$ cat src/rtl/rgmii_ddr_pkg.sv
`timescale 1ns/1ps
package rgmii_ddr_pkg;

    // default nibble width of the double-rate pin group
    localparam int unsigned NIB_W_DEF = 4;

    // second-half control value: enable XOR error keeps an idle line low
    function automatic logic ctl_encode_fall(input logic en, input logic err);
        return en ^ err;
    endfunction

    // recover the error flag from the two halves of the control line
    function automatic logic ctl_decode_err(input logic ctl_rise, input logic ctl_fall);
        return ctl_rise ^ ctl_fall;
    endfunction

endpackage

$ cat src/rtl/rgmii_ddr_out_cell.sv
`timescale 1ns/1ps
// One double-rate output bit built from two edge flops whose XOR drives the pin.
// Only one of the two flops changes at each edge, so the pin cannot glitch.
module rgmii_ddr_out_cell (
    input  logic clk,
    input  logic rst_n,
    input  logic rise_bit,   // value for the high phase, sampled at the rising edge
    input  logic fall_bit,   // value for the low phase, sampled at the rising edge
    output logic pin_q
);
    typedef struct packed {
        logic lead;   // posedge term of the XOR pair
        logic hold;   // low-phase value held for the falling edge
    } pos_st_t;

    pos_st_t pos_d, pos_q;
    logic    neg_d, neg_q;

    always_comb begin
        pos_d      = pos_q;
        pos_d.lead = rise_bit ^ neg_q;
        pos_d.hold = fall_bit;
        neg_d      = pos_q.hold ^ pos_q.lead;
    end

    always_ff @(posedge clk or negedge rst_n) begin
        if (!rst_n) pos_q <= '0;
        else        pos_q <= pos_d;
    end

    always_ff @(negedge clk or negedge rst_n) begin
        if (!rst_n) neg_q <= 1'b0;
        else        neg_q <= neg_d;
    end

    assign pin_q = pos_q.lead ^ neg_q;
endmodule

$ cat src/rtl/rgmii_tx_ddr.sv
`timescale 1ns/1ps
// Outbound path: splits a byte plus flags into two half-cycle lane words.
module rgmii_tx_ddr #(
    parameter int unsigned NIB_W = rgmii_ddr_pkg::NIB_W_DEF
) (
    input  logic                 clk,
    input  logic                 rst_n,
    input  logic [2*NIB_W-1:0]   byte_i,
    input  logic                 en_i,
    input  logic                 err_i,
    output logic [NIB_W-1:0]     txd_o,
    output logic                 txctl_o
);
    localparam int unsigned LANES = NIB_W + 1;   // data lanes plus control lane

    logic [LANES-1:0] rise_word;
    logic [LANES-1:0] fall_word;
    logic [LANES-1:0] pin_word;

    always_comb begin
        rise_word = {en_i, byte_i[NIB_W-1:0]};
        fall_word = {rgmii_ddr_pkg::ctl_encode_fall(en_i, err_i), byte_i[2*NIB_W-1:NIB_W]};
    end

    for (genvar g = 0; g < LANES; g++) begin : g_lane
        rgmii_ddr_out_cell i_cell (
            .clk      (clk),
            .rst_n    (rst_n),
            .rise_bit (rise_word[g]),
            .fall_bit (fall_word[g]),
            .pin_q    (pin_word[g])
        );
    end

    assign txd_o   = pin_word[NIB_W-1:0];
    assign txctl_o = pin_word[LANES-1];
endmodule

$ cat src/rtl/rgmii_rx_ddr.sv
`timescale 1ns/1ps
// Inbound path: falling edge keeps the first half, rising edge joins both halves.
module rgmii_rx_ddr #(
    parameter int unsigned NIB_W = rgmii_ddr_pkg::NIB_W_DEF
) (
    input  logic                 clk,
    input  logic                 rst_n,
    input  logic [NIB_W-1:0]     rxd_i,
    input  logic                 rxctl_i,
    output logic [2*NIB_W-1:0]   byte_o,
    output logic                 dv_o,
    output logic                 err_o
);
    localparam int unsigned BYTE_W = 2 * NIB_W;

    typedef struct packed {
        logic [NIB_W-1:0] lo;
        logic             ctl;
    } half_st_t;

    typedef struct packed {
        logic [BYTE_W-1:0] data;
        logic              dv;
        logic              err;
    } out_st_t;

    half_st_t half_d, half_q;
    out_st_t  out_d,  out_q;

    always_comb begin
        half_d     = half_q;
        half_d.lo  = rxd_i;
        half_d.ctl = rxctl_i;

        out_d      = out_q;
        out_d.data = {rxd_i, half_q.lo};
        out_d.dv   = half_q.ctl;
        out_d.err  = rgmii_ddr_pkg::ctl_decode_err(half_q.ctl, rxctl_i);
    end

    always_ff @(negedge clk or negedge rst_n) begin
        if (!rst_n) half_q <= '0;
        else        half_q <= half_d;
    end

    always_ff @(posedge clk or negedge rst_n) begin
        if (!rst_n) out_q <= '0;
        else        out_q <= out_d;
    end

    assign byte_o = out_q.data;
    assign dv_o   = out_q.dv;
    assign err_o  = out_q.err;
endmodule

$ cat src/rtl/rgmii_ddr_adapter.sv
`timescale 1ns/1ps
module rgmii_ddr_adapter #(
    parameter int unsigned NIB_W = rgmii_ddr_pkg::NIB_W_DEF
) (
    input  logic                 clk,
    input  logic                 rst_n,
    input  logic [2*NIB_W-1:0]   tx_data,
    input  logic                 tx_en,
    input  logic                 tx_err,
    output logic [NIB_W-1:0]     rgm_txd,
    output logic                 rgm_txctl,
    input  logic [NIB_W-1:0]     rgm_rxd,
    input  logic                 rgm_rxctl,
    output logic [2*NIB_W-1:0]   rx_data,
    output logic                 rx_dv,
    output logic                 rx_err
);
    rgmii_tx_ddr #(.NIB_W(NIB_W)) i_tx (
        .clk     (clk),
        .rst_n   (rst_n),
        .byte_i  (tx_data),
        .en_i    (tx_en),
        .err_i   (tx_err),
        .txd_o   (rgm_txd),
        .txctl_o (rgm_txctl)
    );

    rgmii_rx_ddr #(.NIB_W(NIB_W)) i_rx (
        .clk     (clk),
        .rst_n   (rst_n),
        .rxd_i   (rgm_rxd),
        .rxctl_i (rgm_rxctl),
        .byte_o  (rx_data),
        .dv_o    (rx_dv),
        .err_o   (rx_err)
    );
endmodule

$ cat config.mk
export PLATFORM = sky130hd
export DESIGN_NAME = rgmii_ddr_adapter
export DESIGN_NICKNAME = d
export VERILOG_FILES = /design/src/rtl/rgmii_ddr_pkg.sv /design/src/rtl/rgmii_ddr_out_cell.sv /design/src/rtl/rgmii_tx_ddr.sv /design/src/rtl/rgmii_rx_ddr.sv /design/src/rtl/rgmii_ddr_adapter.sv
export SDC_FILE = /design/constraint.sdc
export NUM_CORES = 1
export LEC_CHECK = 0
export BUFFER_PORTS_ARGS = -buffer_cell sky130_fd_sc_hd__buf_2
export CORE_MARGIN = 4
export CORE_UTILIZATION = 45
export CTS_BUF_LIST = sky130_fd_sc_hd__clkbuf_4 sky130_fd_sc_hd__clkbuf_8
export CTS_CLUSTER_DIAMETER = 80
export DETAILED_ROUTE_END_ITERATION = 16
export PLACE_DENSITY_LB_ADDON = 0.3
export SLEW_MARGIN = 10
export SYNTH_ARGS = -nofsm -noshare
export SYNTH_HDL_FRONTEND = slang
export SYNTH_SLANG_ARGS = --single-unit
$ cat constraint.sdc
create_clock -name clk -period 0.8 [get_ports clk]
set_input_delay 0.04 -clock clk [delete_from_list [all_inputs] [get_ports clk]]
set_output_delay 0.04 -clock clk [all_outputs]
set_load 0.02 [all_outputs]
# Word-level counts from Yosys, hierarchy flattened
# Cells that the tools add are included.
# word_totals
register_bits	30
# op_classes
n_bitwise	17
# ops
operator	count
1-bit bitwise XOR	17

# Longest topological paths before layout
# Gate-level depths: netlist of the first run.
# logic_depth
depth_word	1
mapped_depth	2
depth_no_buf	1

# By module
# Synthesis of the first run repeated with hierarchy kept, for this count alone.
# hier_totals
cells_unflattened	47
hier_area_um2	899.6
# by_module_without_submodules
module	area_each_um2	instances	cells_per_inst	seq_area_each_um2
rgmii_ddr_out_cell	101.3	5	6	75.1
rgmii_rx_ddr	384.1	1	16	375.4
rgmii_tx_ddr	8.8	1	1	0.0

==> impl_metrics.ini, run 1 <==
[run_status]
outcome = finished, violations left
violations = negative setup slack

[final_layout]
drive_gt1_share_pct = 45.6
diodes = 0
fin_area_um2 = 1520
final_cell_mix = 20 x dfrtp_1, 16 x xor2_1, 16 x dlygate4sd3_1, 16 x buf_2, 14 x buf_6
fill_cells = 129
final_common_cell = dfrtp_1
post-route-util_pct = 77.2
final_cells = 141
nets = 130
syn2layout_area_growth_pct = 63.0

[hold_path]
holdPathStages = 1
hold_class = in2reg

[logic_synthesis]
yosys.area.top_type = dfrtp_1
ys_top_cells_by_area = dfrtp_1 54%, dfrtn_1 27%, xor2_1 16%, buf_4 3.2%
synth.distinct_cells = 4
yosys_warnings = 0
syn_nets = 68
syn_inst = 51
netlist.area_leader.share_pct = 53.8
syn_area_per_cell_um2 = 18.2
ys_seq_area_share_pct = 80.8
syn_area_um2 = 930
synth-seq-cells = 30

[power_and_ir_drop]
p_leak_nw = 0.745
power.share.clock_pct = 19.2
pwr-share-comb_pct = 39.0
internal_power_mw = 3.44
peakVddDrop_mv = 2.31
seq_power_share_pct = 41.8
p_switching_mw = 1.54
swShare_pct = 30.9
total_power_mw = 4.98
powerDensity_nw_per_um2 = 3280

[detailed_routing]
wl_per_cell_um = 12.3
vias = 579
dr.pass1.iters = 1
drc = 0
ant_nets = 0
drt_iter0_markers = 0
wirelength_mm = 1.73
viasPerCell = 4.11

[timing]
finalHoldViolCount = 0
finalClockSkew_ns = 0.0122
fin_ws_ns = -0.722
slew_headroom_pct = 89.8
worst_pin_slew_ns = 0.153
maxSlewViolCount = 0
rsz0062_at_grt = true
setup_violations = 31

[worst_setup_path]
crit_arrival_ns = 1.48
cp.required_ns = 0.76
end_kind = output port
r2r_cells = 4
worst-setup-path-type = reg2out
crit_fanout = 2
startpoint_type = flop

[placement]
dp_cells = 113
place_area_um2 = 1170
place.gp.congestion = 0.548
io_buffers = 31
hpwlAfterDp_mm = 1.01

[grt]
grt_use_total_pct = 14.8
grt-ovfl-total = 0
grt_max_degree = 31
antenna_found_initial = 0
grt_pass1_wl_mm = 2.71
grt_pass1_vias = 644

[die]
core_area_um2 = 1960
die_w_um = 53.5
fp.dieH_um = 53.5
num_rows = 16
die_area_um2 = 2860
ios = 32
initial_core_util_pct = 47.4

[clocking]
cts_max_level = 2
cts_made_buffers = 5
clock_latency_ns = 0.31
cts-root-buf = clkbuf_4
path_clk_slew_ns = 0.06
clock_path_buffers = 2
cts_tree = done
clock-sinks = 30

[job]
cap_violations = 0
[sequential cells by signal, indices dropped and copies added, names as in the netlist]
signal                    flops
i_tx.g_lane.i_cell.pos_q     10
i_rx.byte_o                   8
i_rx.half_q                   5
i_tx.g_lane.i_cell.neg_q      5
i_rx.dv_o                     1
i_rx.err_o                    1
[path summary, 6_finish.rpt]
kind | startpoint | end | slack, ns
max in group asynchronous | rst_n | i_rx.half_q[3] | 0.11
worst min register to register | i_rx.half_q[1] | i_rx.byte_o[0] | 0.75
worst min-delay path | rgm_rxd[1] | i_rx.half_q[2] | 0.13
worst max register to register | i_tx.g_lane[2].i_cell.neg_q | i_tx.g_lane[2].i_cell.pos_q[1] | -0.56
worst max-delay path | i_tx.g_lane[4].i_cell.neg_q | rgm_txctl | -0.72
min in group asynchronous | rst_n | i_tx.g_lane[0].i_cell.pos_q[0] | 0.20
[power groups by stage]
stage	Clock, mW	Combinational (mW)	Sequential, mW
floorplan	0	0.971	2.13
global placement	0	1.37	2.07
detailed placement	0	1.41	2.11
CTS	0.996	1.81	2.07
global route	1.07	2.08	2.12
finish	0.955	1.94	2.08
[layout make-up]
type | instances | area (um2) | area share, %
Sequential cell | 30 | 751 | 49.5
Clock buffer | 8 | 66.3 | 4.38
Multi-Input combinational cell | 17 | 156 | 10.3
Timing Repair Buffer | 59 | 508 | 33.5
Tap cell | 27 | 33.8 | 2.23
[layer usage]
layer | vias up | part of all wire (%) | global-route usage (%)
met3 | 4 | 6.9 | 7.04
li1 | 274 | - | -
met2 | 18 | 60 | 27.3
met5 | - | 0 | 0
met1 | 283 | 33 | 12.2
met4 | 0 | 0.87 | 8.94
[kinds of logic (layout without fill, tap and decap cells)]
family | Yosys count | in the layout | share of synthesized area, %
xor+xnor | 17 | 17 | 16.0
flops | 30 | 30 | 80.8
buf+inv | 4 | 67 | 3.23
[repair_timing]
item                       CTS  global route
setup buffers                5             2
hold endpoints to repair    45             0
setup endpoints to repair   31            31
hold buffers                16             0
gates cloned                 0             0
gates resized for setup     26             3
pin swaps                    2             3
[worst max-delay path: stages (launching register included)]
cell and delay, ns:
dfrtn_1 0.45, xor2_2 0.18, buf_6 0.14
[per-stage QoR]
stage	setup slack, ns	hold WS (ns)	setup TNS (ns)
CTS	-0.712	0.116	-8.14
floorplan	-0.342	-0.256	-4.52
detailed placement	-0.392	0.00903	-5.33
global placement	-0.370	-0.00557	-4.97
global route	-0.770	0.119	-9.10
finish	-0.722	0.129	-8.11
[synthesized netlist by cell type (all sizes together)]
| library cell | number |
|---|---|
| dfrtn | 10 |
| xor2 | 17 |
| dfrtp | 20 |
| buf | 4 |
Note: power is estimated with default switching activity, not from simulation.
==> inputs of run 2 (changes only) <==
- CORE_MARGIN: 4 -> 2
- CORE_UTILIZATION: 45 -> 54
- clock period: 0.8 -> 1.75 ns (I/O delays scaled with it)
==> run 2 against run 1 <==
Compared with the run above:
- the flow still finishes with violations (negative setup slack)
- utilization grew 13 points
- worst hold slack better by 0.13 ns
- sequential share of layout area grew 3.9 points
- via count down 1.2%
- clock-buffer cell count unchanged
- register-to-register slack improved by 0.56 ns
- clock skew fell by 0.0039 ns
- first-iteration DRC count grew 3
- combinational power is 61% lower
- critical endpoint unchanged
==> impl_metrics.ini, run 2 (synthesis results as in run 1) <==
[die]
num_rows = 14
die_w_um = 45.5
fp.dieH_um = 45.5
die_area_um2 = 2070
initial_core_util_pct = 59.6
ios = 32
core_area_um2 = 1560

[worst_setup_path]
crit_fanout = 2
crit_arrival_ns = 1.97
end_kind = output port
cp.required_ns = 1.66
startpoint_type = flop
critPathLaunch = i_tx.g_lane[4].i_cell.neg_q
r2r-start = i_tx.g_lane[0].i_cell.neg_q
worst-setup-path-type = reg2out

[timing]
finalClockSkew_ns = 0.00824
rsz0062_at_grt = true
maxSlewViolCount = 0
holdWs_ns = 0.258
finalHoldViolCount = 0
slew_headroom_pct = 70.1
fin_ws_ns = -0.310
setup_violations = 5
worst_pin_slew_ns = 0.449
fin_setup_tns_ns = -1.45

[final_layout]
largest_register_ffs = 10
final_common_cell = buf_2
nets = 128
diodes = 0
top_register = i_tx.g_lane.i_cell.pos_q
final-seq-area_um2 = 751
drive_gt1_share_pct = 42.9
syn2layout_area_growth_pct = 51.0
fill_cells = 66
final_cell_mix = 26 x buf_2, 20 x dfrtp_1, 17 x xor2_1, 17 x dlygate4sd3_1, 14 x buf_4
multi_input_area_um2 = 149

[detailed_routing]
drt_iter0_markers = 3
vias = 572
dr.pass1.iters = 2
drc = 0
wl_per_cell_um = 14.5
ant_nets = 0
wirelength_mm = 1.86
viasPerCell = 4.47

[power_and_ir_drop]
seq_power_share_pct = 43.5
powerDensity_nw_per_um2 = 1570
p_leak_nw = 0.707
internal_power_mw = 1.51
power.share.clock_pct = 22.0
peakVddDrop_mv = 1.07
pwr-share-comb_pct = 34.5
p_switching_uw = 693
swShare_pct = 31.5

[job]
cap_violations = 0

[grt]
grt_pass1_vias = 609
grt_max_degree = 22
grt-ovfl-total = 0
grt_use_total_pct = 21.7
antenna_found_initial = 0
grt_pass1_wl_mm = 2.86

[placement]
place.gp.congestion = 0.664
io_buffers = 31
hpwlAfterDp_mm = 1.01

[clocking]
cts_made_buffers = 5
cts_tree = done
clock-sinks = 30
clock_path_buffers = 2
path_clk_slew_ns = 0.09
cts-root-buf = clkbuf_4
clock_latency_ns = 0.30
cts_max_level = 2

[run_status]
violations = negative setup slack
outcome = finished, violations left

[hold_path]
hold_class = in2async
==> run 2: cell types whose count changed in the layout (fill, tap and decap cells not counted), sizes merged <==
| cell | previous run | this run |
|---|---|---|
| buf | 43 | 40 |
| dlygate4sd3 | 16 | 17 |
==> run 2: layer usage <==
| metal | wire, um | track usage (%) | up-vias |
|---|---|---|---|
| li1 | - | - | 272 |
| met3 | 96 | 7.14 | 0 |
| met2 | 1030 | 38.0 | 23 |
| met5 | 0 | 0 | - |
| met4 | 0 | 7.06 | 0 |
| met1 | 728 | 24.8 | 277 |
==> run 2: what timing repair did <==
item / in CTS / in global routing
pin swaps: 1 / 1
resized for setup: 5 / 0
endpoints found under the setup margin: 5 / 5
buffers inserted: 5 / 2
hold buffers: 17 / 0
hold endpoints to repair: 24 / 0
==> run 2: worst max-delay path: stages (launching register included) <==
cell	delay, ns
dfrtn_1	0.43
xor2_1	0.20
buf_4	0.17
==> run 2: path summary, 6_finish.rpt <==
path	depth (start not counted)	endpoint	slack [ns]
max	2	rgm_txctl	-0.31
min	2	i_tx.g_lane[2].i_cell.pos_q[1]	0.26
max reg2reg	3	i_tx.g_lane[0].i_cell.pos_q[1]	0
min reg2reg	0	i_rx.byte_o[1]	1.23
max in group asynchronous	2	i_rx.half_q[1]	0.38
min in group clk	2	i_tx.g_lane[2].i_cell.pos_q[0]	0.42
==> run 2: final cells by class <==
type                            count  area share, %
Clock buffer                        8           5.61
Multi-Input combinational cell     17           10.6
Sequential cell                    30           53.5
Tap cell                           16           1.43
Timing Repair Buffer               57           28.9
==> run 2: power groups by stage <==
| stage | Sequential [mW] | Combinational (mW) | Clock (mW) |
|---|---|---|---|
| after floorplan | 0.968 | 0.440 | 0 |
| after CTS | 0.945 | 0.708 | 0.496 |
| after detailed placement | 0.973 | 0.506 | 0 |
| after global routing | 0.970 | 0.806 | 0.526 |
| final | 0.957 | 0.759 | 0.485 |
| after global placement | 0.962 | 0.490 | 0 |
==> run 2: stage by stage <==
stage	instance area [um2]	setup WS [ns]	std cells	power, mW	util [%]
after detailed placement	1090	0.00799	96	1.48	69.9
final	1400	-0.310	128	2.20	90.0
after floorplan	930	0.00569	51	1.41	-
after global routing	1400	-0.345	128	2.30	90.0
after global placement	1090	0.0489	96	1.45	69.9
after CTS	1390	-0.295	126	2.15	89.1
==> inputs of run 3 (changes only) <==
--- a/config.mk
+++ b/config.mk
@@ -14,2 +14,3 @@
 export PLACE_DENSITY_LB_ADDON = 0.3
+export RECOVER_POWER = 100
 export SLEW_MARGIN = 10
--- a/constraint.sdc
+++ b/constraint.sdc
@@ -3,2 +3,2 @@
 set_output_delay 0.0875 -clock clk [all_outputs]
-set_load 0.02 [all_outputs]
+set_load 0.005 [all_outputs]
==> run 3 against run 2 <==
Compared with the run above:
- the run still ends with negative setup slack left
- wire length is 13% lower
- clock power rose by 13%
- first-iteration DRC count up 33%
- non-clock buffer count shrank 2
- register-to-register slack is essentially flat
- largest power group unchanged
==> impl_metrics.ini, run 3 (synthesis results as in run 1) <==
[run_status]
outcome = finished, violations left
violations = negative setup slack

[placement]
post-place-ws_ns = 0.0488
place.gp.congestion = 0.664
io_buffers = 31
place_area_um2 = 1090
hpwlAfterDp_um = 955

[timing]
finalHoldViolCount = 0
fin_setup_tns_ns = -1.07
finalClockSkew_ns = 0.0144
rsz0062_at_grt = true
fin_ws_ns = -0.257
setup_violations = 5
slew_headroom_pct = 70.6
worst_pin_slew_ns = 0.441
maxSlewViolCount = 0

[final_layout]
final-seq-area_um2 = 751
multi_input_area_um2 = 149
nets = 126
fin_area_um2 = 1350
syn2layout_area_growth_pct = 45.6
largest_register_ffs = 10
diodes = 0
top_register = i_tx.g_lane.i_cell.pos_q
final_common_cell = dfrtp_1
final_cell_mix = 20 x dfrtp_1, 17 x xor2_1, 17 x dlygate4sd3_1, 17 x buf_2, 16 x clkbuf_1
fill_cells = 84
drive_gt1_share_pct = 26.6

[power_and_ir_drop]
pwr-share-comb_pct = 23.6
p_leak_nw = 0.647
peakVddDrop_mv = 0.893
internal_power_mw = 1.46
seq_power_share_pct = 48.4
powerDensity_nw_per_um2 = 1450
power.share.clock_pct = 28.0
swShare_pct = 25.4
p_switching_uw = 498

[clocking]
cts-root-buf = clkbuf_4
path_clk_slew_ns = 0.09
cts_made_buffers = 5
clock-sinks = 30
cts_tree = done
cts_max_level = 2
post_cts_resized = 0
clock_latency_ns = 0.31
clock_path_buffers = 2

[die]
ios = 32
initial_core_util_pct = 59.6
die_w_um = 45.5
num_rows = 14
core_area_um2 = 1560
fp.dieH_um = 45.5
die_area_um2 = 2070

[detailed_routing]
drc = 0
dr.pass1.iters = 4
wirelength_mm = 1.62
viasPerCell = 4.48
vias = 560
drt_iter0_markers = 4
wl_per_cell_um = 13.0
ant_nets = 0

[worst_setup_path]
startpoint_type = flop
crit_arrival_ns = 1.92
cp.required_ns = 1.66
r2r-start = i_tx.g_lane[4].i_cell.neg_q
critPathLaunch = i_tx.g_lane[4].i_cell.neg_q
crit_chain = xor2_1 -> buf_2
end_kind = output port
worst-setup-path-type = reg2out
slowest_delay_ns = 0.43
crit_fanout = 2
crit_slowest_cell = dfrtn_1
cp_num_buf_inv = 1
critical-path-top-delay-family = flip-flops

[job]
cap_violations = 0

[grt]
antenna_found_initial = 0
grt_pass1_vias = 637
grt_use_total_pct = 19.4
grt-ovfl-total = 0
grt_pass1_wl_mm = 2.64
grt_max_degree = 22

[hold_path]
hold_class = in2async
run 3: changes by cell type in the layout (fill, tap and decap cells not counted):
cell       delta
bufinv_16     +1
clkbuf_4      +3
buf_4        -12
clkbuf_8      -2
clkbuf_1     +16
buf_2         -9
run 3: power groups by stage:
stage | combinational [mW] | sequential (mW) | clock (mW)
floorplan | 0.294 | 0.952 | 0
global placement | 0.332 | 0.962 | 0
detailed placement | 0.346 | 0.974 | 0
CTS | 0.440 | 0.949 | 0.558
global route | 0.519 | 0.967 | 0.579
finish | 0.463 | 0.948 | 0.548
run 3: per-stage QoR:
stage / total power, mW / instances / util (%) / hold WS, ns
CTS: 1.95 / 123 / 87.5 / 0.263
finish: 1.96 / 125 / 86.8 / 0.255
global placement: 1.29 / 96 / 69.9 / 0.0479
global route: 2.06 / 125 / 86.8 / 0.301
floorplan: 1.25 / 51 / - / -0.208
detailed placement: 1.32 / 96 / 69.9 / 0.0617
run 3: final cells by class:
class	count	share of cell area, %
clock buffers	6	3.79
clock inverters	1	2.22
multi-input cells	17	11.0
flip-flops and latches	30	55.5
well taps	16	1.48
repair buffers	55	26.1
run 3: final timing paths:
kind                                                  end  slack [ns]  cells after the start
setup reg to reg           i_tx.g_lane[4].i_cell.pos_q[1]        0.01                      3
min in group clk           i_tx.g_lane[3].i_cell.pos_q[0]        0.40                      2
max in group asynchronous     i_tx.g_lane[2].i_cell.neg_q        0.38                      2
hold reg to reg                            i_rx.byte_o[0]        1.23                      0
hold / removal             i_tx.g_lane[3].i_cell.pos_q[0]        0.26                      2
setup / recovery                                rgm_txctl       -0.26                      2
run 3: timing repair:
item / in CTS / in global routing
pin swaps: 2 / 0
hold buffers: 17 / 0
buffers inserted: 3 / 2
hold endpoints to repair: 24 / 0
endpoints found under the setup margin: 5 / 5
run 3: routing by layer:
layer,track usage [%],wire length (um),vias to the layer above
met4,7.06,29,0
li1,-,-,266
met2,31.3,765,26
met5,0,0,-
met1,23.4,706,262
met3,7.94,121,6
